===== config.mk =====
export PLATFORM = sky130hd
export DESIGN_NAME = core_bscan_chain
export DESIGN_NICKNAME = d
export VERILOG_FILES = /design/src/rtl/bscan_pkg.sv /design/src/rtl/bscan_mode_reg.sv /design/src/rtl/bscan_cell.sv /design/src/rtl/core_bscan_chain.sv
export SDC_FILE = /design/constraint.sdc
export NUM_CORES = 1
export LEC_CHECK = 0
export BUFFER_PORTS_ARGS = -buffer_cell sky130_fd_sc_hd__buf_2
export CAP_MARGIN = 40
export CORE_UTILIZATION = 47
export DETAILED_ROUTE_END_ITERATION = 8
export PLACE_DENSITY_LB_ADDON = 0.25
export SLEW_MARGIN = 20
export SYNTH_ARGS = -nofsm -noshare
export SYNTH_HDL_FRONTEND = slang
export SYNTH_SLANG_ARGS = --single-unit

===== constraint.sdc =====
create_clock -name clk -period 1.38 [get_ports clk]
set_clock_uncertainty 0.15 [all_clocks]
set_input_delay 0.207 -clock clk [delete_from_list [all_inputs] [get_ports clk]]
set_output_delay 0.207 -clock clk [all_outputs]
set_load 0.005 [all_outputs]

===== src/rtl/bscan_pkg.sv =====
// Package: shared mode encoding for the boundary chain.
// Assumes: a two-bit mode field; the spare code behaves like normal mode.
package bscan_pkg;
    typedef enum logic [1:0] {
        WM_NORMAL  = 2'b00,
        WM_INWARD  = 2'b01,
        WM_OUTWARD = 2'b10,
        WM_SPARE   = 2'b11
    } wrap_mode_e;
endpackage


===== src/rtl/bscan_mode_reg.sv =====
// Module: registers the requested wrapper mode and decodes which cell group
// drives test data. Assumes mode_i is stable around the rising clock edge.
module bscan_mode_reg
    import bscan_pkg::*;
(
    input  logic       clk,
    input  logic       rst_n,
    input  logic [1:0] mode_i,
    output logic       drive_in_cells_o,
    output logic       drive_out_cells_o
);
    wrap_mode_e mode_q;

    // Hold the active mode; reset returns the wrapper to normal operation.
    always_ff @(posedge clk) begin
        if (!rst_n) mode_q <= WM_NORMAL;
        else        mode_q <= wrap_mode_e'(mode_i);
    end

    // Decode which side of the core is under test control.
    always_comb begin
        drive_in_cells_o  = (mode_q == WM_INWARD);
        drive_out_cells_o = (mode_q == WM_OUTWARD);
    end

    // after a reset cycle the mode is normal
    a_r9_mode_normal: assert property (@(posedge clk)
        !rst_n |=> (mode_q == WM_NORMAL));
endmodule


===== src/rtl/bscan_cell.sv =====
// Module: one boundary cell with a dedicated shift stage and an update stage.
// The shift stage acts on the rising edge and the update stage on the falling
// edge. Assumes the controls are stable over a whole clock cycle.
module bscan_cell (
    input  logic clk,
    input  logic rst_n,
    input  logic sel_i,
    input  logic capture_i,
    input  logic shift_i,
    input  logic update_i,
    input  logic drive_test_i,
    input  logic func_i,
    input  logic scan_i,
    output logic func_o,
    output logic scan_o
);
    logic sh_q;
    logic upd_q;

    // Shift stage: capture has priority over shift; hold otherwise.
    always_ff @(posedge clk) begin
        if (!rst_n)                  sh_q <= 1'b0;
        else if (sel_i && capture_i) sh_q <= func_i;
        else if (sel_i && shift_i)   sh_q <= scan_i;
    end

    // Update stage: parallel load on the falling edge, off the shift edge.
    always_ff @(negedge clk) begin
        if (!rst_n)                 upd_q <= 1'b0;
        else if (sel_i && update_i) upd_q <= sh_q;
    end

    // Functional path: the update stage replaces the functional value in test.
    always_comb begin
        func_o = drive_test_i ? upd_q : func_i;
        scan_o = sh_q;
    end

    // capture loads the functional input, even with shift asserted
    a_r5_capture_load: assert property (@(posedge clk) disable iff (!rst_n)
        (sel_i && capture_i) |=> (sh_q == $past(func_i)));

    // a pure shift moves the upstream bit in
    a_r1_shift_step: assert property (@(posedge clk) disable iff (!rst_n)
        (sel_i && shift_i && !capture_i) |=> (sh_q == $past(scan_i)));

    // no selected capture or shift leaves the shift stage untouched
    a_r8_idle_hold: assert property (@(posedge clk) disable iff (!rst_n)
        !(sel_i && (capture_i || shift_i)) |=> $stable(sh_q));

    // the update stage moves only on a selected update
    a_r7_upd_silent: assert property (@(negedge clk) disable iff (!rst_n)
        !(sel_i && update_i) |=> $stable(upd_q));

    // the update stage clears under reset
    a_r9_upd_clear: assert property (@(negedge clk)
        !rst_n |=> (upd_q == 1'b0));
endmodule


===== src/rtl/core_bscan_chain.sv =====
// Module: boundary register chain around a core's unidirectional terminals.
// Input cells come first on the serial path, then the output cells.
// Assumes a single wrapper clock and controls stable over each cycle.
module core_bscan_chain #(
    parameter int N_IN  = 8,
    parameter int N_OUT = 8
) (
    input  logic             clk,
    input  logic             rst_n,
    input  logic [1:0]       mode_i,
    input  logic             sel_i,
    input  logic             capture_i,
    input  logic             shift_i,
    input  logic             update_i,
    input  logic             tdi_i,
    output logic             tdo_o,
    input  logic [N_IN-1:0]  chip_in_i,
    output logic [N_IN-1:0]  core_in_o,
    input  logic [N_OUT-1:0] core_out_i,
    output logic [N_OUT-1:0] chip_out_o
);
    localparam int N_CELLS = N_IN + N_OUT;

    logic               drv_in;
    logic               drv_out;
    logic [N_CELLS-1:0] cell_fin;
    logic [N_CELLS-1:0] cell_fout;
    logic [N_CELLS:0]   scan_link;

    bscan_mode_reg u_mode (
        .clk               (clk),
        .rst_n             (rst_n),
        .mode_i            (mode_i),
        .drive_in_cells_o  (drv_in),
        .drive_out_cells_o (drv_out)
    );

    // Gather functional inputs in serial order and split the cell outputs.
    always_comb begin
        cell_fin     = {core_out_i, chip_in_i};
        core_in_o    = cell_fout[N_IN-1:0];
        chip_out_o   = cell_fout[N_CELLS-1:N_IN];
        scan_link[0] = tdi_i;
        tdo_o        = scan_link[N_CELLS];
    end

    for (genvar i = 0; i < N_CELLS; i++) begin : g_cell
        localparam bit IS_OUT = (i >= N_IN);
        logic drive_test;
        assign drive_test = IS_OUT ? drv_out : drv_in;

        bscan_cell u_cell (
            .clk          (clk),
            .rst_n        (rst_n),
            .sel_i        (sel_i),
            .capture_i    (capture_i),
            .shift_i      (shift_i),
            .update_i     (update_i),
            .drive_test_i (drive_test),
            .func_i       (cell_fin[i]),
            .scan_i       (scan_link[i]),
            .func_o       (cell_fout[i]),
            .scan_o       (scan_link[i+1])
        );
    end
endmodule


==> impl_summary.txt, run 1 <==
----------------------------------------------------
[Synth]
  Post-Syn Area per Cell ... 9.02 µm²
  Share of synthesized area occupied by flip-flops and latches ... 0.408
  Ranking of synthesized cells by area ... sky130_fd_sc_hd__dfxtp_1 (41%), sky130_fd_sc_hd__mux2_2 (11%), sky130_fd_sc_hd__o221ai_1 (8.4%), sky130_fd_sc_hd__buf_4 (7.7%), sky130_fd_sc_hd__nand2_1 (7.4%)
  Top cell type's share of synthesized area ... 0.408
  Flops & latches, synth ... 34
  Cell taking the most area after synthesis ... sky130_fd_sc_hd__dfxtp_1
  Number of unique standard cell types used by synthesis ... 21
  Synthesized instance count ... 185
  Syn nets ... 210
  Number of warnings printed during yosys synthesis ... 0
  Synth Cell Area ... 1670 µm²

[Timing]
  Relative slew slack ... 0.628
  Fin. max-slew vios ... 0
  Unrepaired setup endpoints after global routing ... yes
  Final setup viols ... 16
  Final count of hold timing violations ... 0
  Final worst setup slack ... -0.757 ns
  Worst-Margin Slew ... 0.558 ns

[GRT]
  Largest net degree at the start of global routing ... 31
  Overall overflow remaining after global route ... 0
  Initial antenna violation count ... 0
  Total track usage ... 0.223
  Global-route wire length before repair ... 6.13 mm
  Via count of the first global-routing pass ... 1,417

[Detailed routing]
  Post-detailed-routing wire length ... 3.89 mm
  Antenna Nets Post-Route ... 0
  Wire per inst ... 12.9 µm
  Detailed route wirelength on metal2 ... 2.02 mm
  First-pass DRT Iterations ... 4
  Number of vias in the routed layout ... 1,524
  Met3 routed WL ... 227 µm
  Initial DRC count ... 26
  # DRC ... 0
  Vias per std cell ... 5.05
  Wl on met1 ... 1.59 mm
  Uppermost layer routed ... met4

[Setup path]
  Worst Setup End Kind ... primary output
  Cell type of the slowest stage on the worst timing path ... sky130_fd_sc_hd__dfxtp_2
  Maximum fanout count along the critical path ... 2
  Worst Path Class, Setup ... reg -> out
  Worst setup path start ... g_cell[12].u_cell.upd_q$_SDFFE_NN0P_
  Required time of the worst setup path ... 1.02 ns
  Reg2reg start ... g_cell[7].u_cell.scan_o$_SDFFE_PN0P_
  Cell family with the largest share of critical-path delay ... flip-flops
  Crit path launch type ... register
  Cells along the critical path ... mux2_4 -> buf_6
  Count of buffering cells on the critical path with inverters included ... 1
  Endpoint arrival time on the critical path ... 1.78 ns
  CP max stage delay ... 0.32 ns

[Clock tree]
  Insertion delay to the later sink of the worst-skew pair ... 0.34 ns
  # clock sinks ... 34
  CTS Root Cell ... sky130_fd_sc_hd__clkbuf_4
  Clock buffer depth ... 2
  Number of clock buffers inserted by TritonCTS ... 5
  TritonCTS clock tree ... yes
  Clk slew on worst S/H paths ... 0.12 ns
  Htree depth ... 2

[Floorplanning]
  Floorplan die height ... 61.6 µm
  Standard-cell rows ... 21
  Die area ... 3790 µm²
  Starting Density ... 0.496
  Num ports ... 42
  Std-Cell Core Area ... 3360 µm²
  Horizontal die dimension ... 61.6 µm

[Layout]
  Post-route cell area ... 2270 µm²
  Post-route core utilization ... 0.676
  Number of fill cells ... 301
  Total Nets Final ... 280
  Synth-to-Final Area Change ... 36.2%
  Antenna diode count ... 0
  Share of cells above drive strength 1 ... 0.563

[Pwr]
  PwrDens ... 1030 nW/µm²
  Max VDD drop ... 0.000707 V
  Reported leakage power ... 1.04 nW

[Outcome]
  Run status ... finished, violations left
  Failing checks ... setup timing

[Job]
  Max-cap violations ... 0

[Placed design]
  Worst slack, placed ... -0.401 ns
  Post-detailed-placement half-perimeter wirelength ... 2.75 mm
  Port Buffer Count ... 41
  Global placer's final weighted congestion ... 0.742
  Instance area after placement ... 2010 µm²

[Hold path]
  Worst hold start ... core_out_i[7]
  Hold Path Class ... in -> reg

----------------------------------------------------
-- through the flow --
stage / power, W / hold WS (ns) / TNS (ns) / instances
4_1_cts: 0.00235 / 0.0119 / -11.86 / 302
2_1_floorplan: 0.00143 / 0.184 / -8.55 / 185
3_5_place_dp: 0.00156 / 0.276 / -11.30 / 273
5_1_grt: 0.00250 / 0.0116 / -12.78 / 302
3_3_place_gp: 0.00154 / 0.263 / -10.57 / 273
6_report: 0.00235 / 0.0173 / -11.71 / 302
-- cell families after synthesis --
kind of cell,after synthesis,synth area share
and+or+nand+nor,71,0.176
AOI/OAI and AO/OA,35,0.189
DFF,34,0.408
buffers and inverters,29,0.119
muxes,16,0.108
-- per-layer routing --
metal | track usage | up-vias
met5 | 0 | -
met4 | 0.0762 | 0
met3 | 0.0399 | 6
met2 | 0.412 | 53
met1 | 0.256 | 701
li1 | - | 764
-- placed cells by master, fill, tap and decap left out, types with 2 or more instances in the layout --
cell	n
sky130_fd_sc_hd__dfxtp_2	23
sky130_fd_sc_hd__dlygate4sd3_1	2
sky130_fd_sc_hd__a21boi_2	10
sky130_fd_sc_hd__nand2_2	12
sky130_fd_sc_hd__a21boi_1	6
sky130_fd_sc_hd__and2_1	2
sky130_fd_sc_hd__mux2_2	14
sky130_fd_sc_hd__buf_2	36
sky130_fd_sc_hd__nor2_1	30
sky130_fd_sc_hd__mux2_4	2
sky130_fd_sc_hd__nand2b_1	2
sky130_fd_sc_hd__and2_4	2
sky130_fd_sc_hd__nand2_1	22
sky130_fd_sc_hd__dfxtp_1	11
sky130_fd_sc_hd__buf_6	6
sky130_fd_sc_hd__inv_1	17
sky130_fd_sc_hd__buf_4	27
sky130_fd_sc_hd__buf_12	3
sky130_fd_sc_hd__clkbuf_4	5
sky130_fd_sc_hd__o221ai_1	16
-- final timing paths --
check | to | cells past startpoint | slack [ns]
setup / recovery | chip_out_o[4] | 2 | -0.76
hold / removal | g_cell[15].u_cell.scan_o$_SDFFE_PN0P_ | 3 | 0.02
setup reg to reg | g_cell[7].u_cell.upd_q$_SDFFE_NN0P_ | 2 | 0
hold reg to reg | g_cell[7].u_cell.upd_q$_SDFFE_NN0P_ | 2 | 0.30
-- synth_stat cells --
| master | number |
|---|---|
| sky130_fd_sc_hd__nand3b_1 | 1 |
| sky130_fd_sc_hd__nor2_1 | 30 |
| sky130_fd_sc_hd__inv_1 | 2 |
| sky130_fd_sc_hd__buf_4 | 17 |
| sky130_fd_sc_hd__buf_8 | 1 |
| sky130_fd_sc_hd__nand2_1 | 33 |
| sky130_fd_sc_hd__a21boi_2 | 10 |
| sky130_fd_sc_hd__and2_1 | 3 |
| sky130_fd_sc_hd__dfxtp_1 | 34 |
| sky130_fd_sc_hd__o21ai_0 | 1 |
| sky130_fd_sc_hd__o221ai_1 | 16 |
| sky130_fd_sc_hd__o21a_1 | 1 |
| sky130_fd_sc_hd__buf_6 | 1 |
| sky130_fd_sc_hd__a21boi_0 | 6 |
| sky130_fd_sc_hd__mux2_2 | 16 |
| sky130_fd_sc_hd__buf_2 | 6 |
| sky130_fd_sc_hd__nand3b_2 | 1 |
| sky130_fd_sc_hd__clkbuf_1 | 2 |
| sky130_fd_sc_hd__a21oi_1 | 1 |
| sky130_fd_sc_hd__nand2_2 | 1 |
| sky130_fd_sc_hd__nand2b_1 | 2 |
-- where the power goes --
group	total [W]	switching [W]	internal, W
Combinational	0.000429	0.000185	0.000244
Clock	0.000839	0.000472	0.000367
Sequential	0.00108	0.0000308	0.00105
Total	0.00235	0.000688	0.00166
-- final cells by class --
| class | instances | area [µm²] | share of cell area |
|---|---|---|---|
| flip-flops and latches | 34 | 709 | 0.312 |
| clock inverters | 18 | 73.8 | 0.0325 |
| inverters | 1 | 3.75 | 0.00165 |
| well taps | 46 | 57.6 | 0.0253 |
| clock buffers | 6 | 62.6 | 0.0275 |
| multi-input cells | 123 | 835 | 0.367 |
| repair buffers | 74 | 531 | 0.233 |
-- flip-flops by register name (all words and copies together) (netlist names) --
signal / cells
g_cell.u_cell.scan_o: 16
g_cell.u_cell.upd_q: 16
u_mode.mode_q: 2
-- what timing repair did --
action / in CTS / in global routing
pin swaps: 1 / 0
hold buffers: 2 / 0
endpoints found under the hold margin: 2 / 0
cloned: 1 / 0
resized for setup: 17 / 16
endpoints found under the setup margin: 31 / 32
buffers inserted: 3 / 0
-- worst register-to-register path: stages, from the launching register on --
cell	delay, ns
sky130_fd_sc_hd__dfxtp_2	0.35
sky130_fd_sc_hd__nand2_1	0.05
sky130_fd_sc_hd__a21boi_1	0.11
Power figures use the tool's default switching activity.
==> run 2, diff against run 1 <==
- CORE_UTILIZATION: 47 -> 48
- SYNTH_HIERARCHICAL: not set -> 1
==> impl_summary.txt, run 2 <==
----------------------------------------------------
[GRT]
  Total track usage ... 0.244 (+0.0215)
  Initial antenna violation count ... 0 (unchanged)
  Largest net degree at the start of global routing ... 49 (+58%)
  Global-route wire length before repair ... 7.88 mm (+29%)
  Overall overflow remaining after global route ... 0 (unchanged)
  Via count of the first global-routing pass ... 1,801 (+27%)

[Setup path]
  Reg2reg start ... g_cell[0].u_cell/scan_o$_SDFFE_PN0P_
  Required time of the worst setup path ... 1.02 ns (about the same)
  Cell type of the slowest stage on the worst timing path ... sky130_fd_sc_hd__dfxtp_2
  Endpoint arrival time on the critical path ... 1.72 ns (-0.06 ns)
  Worst Setup End Kind ... primary output
  Maximum fanout count along the critical path ... 2 (unchanged)
  CP max stage delay ... 0.32 ns (about the same)
  Cells along the critical path ... mux2_4 -> buf_6
  Cell family with the largest share of critical-path delay ... flip-flops
  Worst setup path start ... g_cell[3].u_cell/upd_q$_SDFFE_NN0P_
  Worst Path Class, Setup ... reg -> out
  Crit path launch type ... register
  Count of buffering cells on the critical path with inverters included ... 1 (unchanged)

[Clock tree]
  Number of clock buffers inserted by TritonCTS ... 5 (unchanged)
  Htree depth ... 2 (unchanged)
  Clock buffer depth ... 2 (unchanged)
  TritonCTS clock tree ... yes
  CTS Root Cell ... sky130_fd_sc_hd__clkbuf_8
  Clk slew on worst S/H paths ... 0.07 ns (-0.05 ns)
  # clock sinks ... 34 (unchanged)
  Insertion delay to the later sink of the worst-skew pair ... 0.29 ns (-0.05 ns)

[Pwr]
  PwrDens ... 908 nW/µm² (-12%)
  Reported leakage power ... 1.30 nW (+25%)
  Max VDD drop ... 0.000735 V (+4.0%)
  Power, Total ... 0.00274 W (+17%)

[Detailed routing]
  Post-detailed-routing wire length ... 5.15 mm (+32%)
  Antenna Nets Post-Route ... 0 (unchanged)
  First-pass DRT Iterations ... 5 (+1)
  Initial DRC count ... 100 (+280%)
  Wire per inst ... 13.9 µm (+8.1%)
  # DRC ... 0 (unchanged)
  Number of vias in the routed layout ... 2,048 (+34%)
  Vias per std cell ... 5.54 (+9.7%)

[Timing]
  Worst-Margin Slew ... 0.240 ns (-0.318 ns)
  Fin. max-slew vios ... 0 (unchanged)
  Unrepaired setup endpoints after global routing ... yes
  Final setup viols ... 19 (+3)
  Relative slew slack ... 0.840 (+0.212)
  Final worst setup slack ... -0.702 ns (+0.0551 ns)
  Final count of hold timing violations ... 0 (unchanged)

[Floorplanning]
  Floorplan die height ... 64.7 µm (+5.1%)
  Std-Cell Core Area ... 3720 µm² (+10%)
  Horizontal die dimension ... 64.7 µm (+5.1%)
  Standard-cell rows ... 22 (+4.8%)
  Starting Density ... 0.508 (+0.0125)
  Num ports ... 42 (unchanged)
  Die area ... 4190 µm² (+11%)

[Hold path]
  Worst hold start ... tdi_i
  Hold Path Class ... in -> reg

[Synth]
  Share of flip-flops with an asynchronous set or reset ... 0 (unchanged)
  Commonest register cell after synthesis ... sky130_fd_sc_hd__dfxtp_1
  Flops & latches, synth ... 34 (unchanged)
  Synthesized instance count ... 230 (+24%)
  Number of unique standard cell types used by synthesis ... 13 (-38%)
  Syn nets ... 255 (+21%)
  Ranking of synthesized cells by area ... sky130_fd_sc_hd__dfxtp_1 (36%), sky130_fd_sc_hd__o31ai_2 (11%), sky130_fd_sc_hd__mux2_2 (9.5%), sky130_fd_sc_hd__nand2_1 (9.5%), sky130_fd_sc_hd__nor3_1 (8.5%)
  Top cell type's share of synthesized area ... 0.360 (-0.0478)
  Post-Syn Area per Cell ... 8.21 µm² (-8.9%)
  Number of warnings printed during yosys synthesis ... 6 (+6)
  Post-synth EDFFs ... 0 (unchanged)
  Synth Cell Area ... 1890 µm² (+13%)
  Cell taking the most area after synthesis ... sky130_fd_sc_hd__dfxtp_1
  Share of synthesized area occupied by flip-flops and latches ... 0.360 (-0.0478)
  Most instantiated library cell after synthesis ... sky130_fd_sc_hd__nand2_1
  Leading cell types by count after synthesis ... sky130_fd_sc_hd__nand2_1 (48), sky130_fd_sc_hd__dfxtp_1 (34), sky130_fd_sc_hd__nor3_1 (32)

[Layout]
  Share of cells above drive strength 1 ... 0.531 (-0.0314)
  Most used cells in the layout excluding fill and tap cells ... sky130_fd_sc_hd__nand2_1 (48), sky130_fd_sc_hd__nor3_1 (32), sky130_fd_sc_hd__buf_4 (30)
  Most common cell after layout, fill and taps aside ... sky130_fd_sc_hd__nand2_1
  Antenna diode count ... 0 (unchanged)
  Synth-to-Final Area Change ... 59.7%
  Total Nets Final ... 346 (+24%)

[Outcome]
  Run status ... finished, violations left
  Failing checks ... setup timing

[Placed design]
  Worst slack, placed ... -0.339 ns (+0.0624 ns)
  Port Buffer Count ... 41 (unchanged)
  Post-detailed-placement half-perimeter wirelength ... 3.03 mm (+9.9%)
  Global placer's final weighted congestion ... 0.763 (+2.8%)

[Job]
  Max-cap violations ... 0 (unchanged)

----------------------------------------------------
==> run 2: cell count changes after synthesis, moves of 15 or more <==
cell                       delta
sky130_fd_sc_hd__nor3_1      +32
sky130_fd_sc_hd__nor2_1      -30
sky130_fd_sc_hd__buf_4       -17
sky130_fd_sc_hd__nand3_1     +16
sky130_fd_sc_hd__o221ai_1    -16
sky130_fd_sc_hd__o31ai_2     +16
sky130_fd_sc_hd__nand2_1     +15
sky130_fd_sc_hd__nand3b_1    +15
sky130_fd_sc_hd__o21ai_0     +15
==> run 2: logic make-up (layout without fill, tap and decap cells) <==
kind of cell / after synthesis / in the layout / share of synthesized area
and+or+nand+nor: 116 / 116 / 0.301
AOI/OAI and AO/OA: 48 / 48 / 0.212
DFF: 34 / 34 / 0.360
muxes: 16 / 16 / 0.0954
buffers and inverters: 16 / 108 / 0.0318
==> run 2: timing repair <==
action / in CTS / in global routing
hold endpoints to repair: 2 / 0
gates cloned: 0 / 3
setup buffers: 1 / 0
pin swaps: 0 / 2
hold buffers: 2 / 0
resized for setup: 11 / 37
endpoints found under the setup margin: 19 / 31
==> run 2: metrics by stage <==
stage	hold slack [ns]	utilization	setup TNS, ns	instances	area, µm²
CTS	0.0911	0.753	-11.06	367	2800
global placement	0.273	0.704	-9.92	356	2620
finish	0.0925	0.812	-11.08	370	3020
global route	0.0929	0.812	-11.83	370	3020
detailed placement	0.273	0.704	-10.15	356	2620
floorplan	0.179	-	-3.50	230	1970
==> run 2: path summary, 6_finish.rpt <==
| check | to | slack, ns | cells past startpoint |
|---|---|---|---|
| setup / recovery | core_in_o[3] | -0.70 | 2 |
| hold / removal | g_cell[0].u_cell/scan_o$_SDFFE_PN0P_ | 0.09 | 3 |
| setup reg to reg | g_cell[0].u_cell/upd_q$_SDFFE_NN0P_ | -0.03 | 2 |
| hold reg to reg | g_cell[13].u_cell/upd_q$_SDFFE_NN0P_ | 0.30 | 2 |
==> run 2: area by class of cell <==
class / count / area (µm²)
Multi-Input combinational cell: 180 / 1300
Fill cell: 245 / 698
Clock buffer: 7 / 96.3
Clock inverter: 17 / 65.1
Tap cell: 48 / 60.1
Timing Repair Buffer: 84 / 779
Sequential cell: 34 / 716
==> run 2: report_power, final <==
group	internal (W)	switching, W
Sequential	0.00105	0.0000331
Clock	0.000511	0.000498
Combinational	0.000364	0.000287
==> run 2: worst register-to-register path, delay by kind of cell, from the launching register on <==
kind / cells / cell delay, ns
compound gates: 1 / 0.12
simple gates: 1 / 0.08
flops: 1 / 0.35
==> run 2: routing by layer <==
layer / vias to the layer above / GRT usage / part of all wire
met5: - / 0 / 0
met4: 0 / 0.108 / 0.018
met3: 11 / 0.0687 / 0.050
met2: 59 / 0.404 / 0.51
met1: 973 / 0.292 / 0.42
li1: 1005 / - / -
==> run 3, diff against run 2 <==
- CORE_UTILIZATION: 48 -> 54
- clock period: 1.38 -> 2.35 ns (I/O delays scaled with it)
==> impl_summary.txt, run 3 (same netlist as run 2, synthesis figures left out) <==
----------------------------------------------------
[GRT]
  Largest net degree at the start of global routing ... 40 (-18%)
  Initial antenna violation count ... 0 (unchanged)
  Global-route wire length before repair ... 6.97 mm (-12%)
  Via count of the first global-routing pass ... 1,602 (-11%)
  Total track usage ... 0.250 (+0.00619)
  Overall overflow remaining after global route ... 0 (unchanged)

[Clock tree]
  Number of clock buffers inserted by TritonCTS ... 5 (unchanged)
  Insertion delay to the later sink of the worst-skew pair ... 0.35 ns (+0.06 ns)
  # clock sinks ... 34 (unchanged)
  Htree depth ... 2 (unchanged)
  Clk slew on worst S/H paths ... 0.13 ns (+0.06 ns)
  Clock buffer depth ... 2 (unchanged)
  TritonCTS clock tree ... yes
  CTS Root Cell ... sky130_fd_sc_hd__clkbuf_4

[Setup path]
  Required time of the worst setup path ... 1.85 ns (+0.83 ns)
  CP max stage delay ... 0.31 ns (about the same)
  Crit path launch type ... register
  Cells along the critical path ... mux2_4 -> buf_6
  Worst Path Class, Setup ... reg -> out
  Maximum fanout count along the critical path ... 2 (unchanged)
  Cell type of the slowest stage on the worst timing path ... sky130_fd_sc_hd__dfxtp_2
  Endpoint arrival time on the critical path ... 2.27 ns (+0.55 ns)
  Cell family with the largest share of critical-path delay ... flip-flops
  Worst Setup End Kind ... primary output
  Count of buffering cells on the critical path with inverters included ... 1 (unchanged)

[Detailed routing]
  Antenna Nets Post-Route ... 0 (unchanged)
  Wire per inst ... 13.5 µm (-2.6%)
  Initial DRC count ... 176 (+76%)
  # DRC ... 0 (unchanged)
  Vias per std cell ... 5.65 (+2.0%)
  Post-detailed-routing wire length ... 4.59 mm (-11%)
  Number of vias in the routed layout ... 1,914 (-6.5%)
  First-pass DRT Iterations ... 4 (-1)

[Job]
  Max-cap violations ... 0 (unchanged)

[Floorplanning]
  Num ports ... 42 (unchanged)
  Die area ... 3740 µm² (-11%)
  Standard-cell rows ... 21 (-4.5%)
  Starting Density ... 0.566 (+0.0578)
  Horizontal die dimension ... 61.2 µm (-5.5%)
  Std-Cell Core Area ... 3340 µm² (-10%)
  Floorplan die height ... 61.2 µm (-5.5%)

[Layout]
  Synth-to-Final Area Change ... 36.0%
  Post-route core utilization ... 0.770 (-0.0423)
  Most used cells in the layout excluding fill and tap cells ... sky130_fd_sc_hd__nand2_1 (48), sky130_fd_sc_hd__nor3_1 (32), sky130_fd_sc_hd__buf_2 (28)
  Most common cell after layout, fill and taps aside ... sky130_fd_sc_hd__nand2_1
  Total Nets Final ... 317 (-8.4%)
  Share of cells above drive strength 1 ... 0.375 (-0.156)
  Antenna diode count ... 0 (unchanged)
  Post-route cell area ... 2570 µm² (-15%)

[Placed design]
  Instance area after placement ... 2300 µm² (-12%)
  Worst slack, placed ... -0.0896 ns (+0.249 ns)
  Global placer's final weighted congestion ... 0.738 (-3.2%)
  Port Buffer Count ... 41 (unchanged)
  Post-detailed-placement half-perimeter wirelength ... 2.75 mm (-9.1%)

[Timing]
  Final worst setup slack ... -0.419 ns (+0.283 ns)
  Worst-Margin Slew ... 0.563 ns (+0.323 ns)
  Fin. max-slew vios ... 0 (unchanged)
  Final setup viols ... 16 (-3)
  Relative slew slack ... 0.625 (-0.215)
  Unrepaired setup endpoints after global routing ... yes
  Final count of hold timing violations ... 0 (unchanged)

[Pwr]
  Combinational power share ... 0.189 (-0.049)
  Clock power frac ... 0.388 (+0.020)
  Reported leakage power ... 1.09 nW (-16%)
  Sequential Power Share ... 0.423 (+0.029)
  Fraction of power spent switching nets ... 0.291 (-0.00800)
  Cell-internal power ... 0.00107 W (-44%)
  Max VDD drop ... 0.000465 V (-37%)
  PwrDens ... 588 nW/µm² (-35%)
  Switching pwr ... 0.000439 W (-46%)

[Outcome]
  Failing checks ... setup timing
  Run status ... finished, violations left

[Hold path]
  Hold Path Class ... in -> reg

----------------------------------------------------
run 3: changes by cell type in the layout (fill, tap and decap cells not counted), sizes merged:
| cell | before | now |
|---|---|---|
| clkinvlp | 1 | 0 |
| dlygate4sd3 | 2 | 0 |
| clkbuf | 10 | 8 |
| buf | 79 | 55 |
run 3: cell type report:
class | count | area (µm²)
multi-input combinational | 180 | 1200
fill | 257 | 768
sequential | 34 | 698
timing repair buffer | 55 | 454
clock buffer | 8 | 101
clock inverter | 16 | 60.1
tap | 46 | 57.6
run 3: final timing paths:
path / from / end / slack [ns] / cells past startpoint
worst min register to register: g_cell[13].u_cell/upd_q$_SDFFE_NN0P_ / g_cell[13].u_cell/upd_q$_SDFFE_NN0P_ / 0.31 / 2
worst max-delay path: g_cell[14].u_cell/upd_q$_SDFFE_NN0P_ / chip_out_o[6] / -0.42 / 2
worst max register to register: g_cell[8].u_cell/scan_o$_SDFFE_PN0P_ / g_cell[8].u_cell/upd_q$_SDFFE_NN0P_ / 0.27 / 2
worst min-delay path: mode_i[1] / u_mode/mode_q[1]$_SDFF_PN0_ / 0.06 / 2
run 3: repair_timing:
action                                  CTS  global route
endpoints found under the setup margin   16            16
resized for setup                        17            23
hold buffers                              0             0
buffers inserted                          3             0
run 3: stage by stage:
stage / instances / setup TNS (ns) / hold slack [ns] / power, W
final: 339 / -6.34 / 0.0591 / 0.00151
after global routing: 339 / -7.12 / 0.0287 / 0.00160
after CTS: 339 / -6.37 / 0.0499 / 0.00149
after detailed placement: 328 / -0.246 / 0.303 / 0.000977
after global placement: 328 / 0 / 0.300 / 0.000972
after floorplan: 230 / 0 / 0.290 / 0.000840
run 3: power by group through the flow:
| stage | clock [W] | sequential [W] | combinational, W |
|---|---|---|---|
| final | 0.000586 | 0.000639 | 0.000285 |
| after global routing | 0.000649 | 0.000643 | 0.000313 |
| after CTS | 0.000595 | 0.000638 | 0.000261 |
| after detailed placement | 0.0000852 | 0.000648 | 0.000244 |
| after global placement | 0.0000852 | 0.000647 | 0.000240 |
| after floorplan | 0.0000852 | 0.000642 | 0.000113 |
run 3: metal layers:
| layer | GRT usage | vias to the layer above | wire (µm) |
|---|---|---|---|
| li1 | - | 952 | - |
| met2 | 0.427 | 49 | 2350 |
| met1 | 0.310 | 909 | 1970 |
| met5 | 0 | - | 0 |
| met4 | 0.0552 | 0 | 30 |
| met3 | 0.0777 | 4 | 236 |
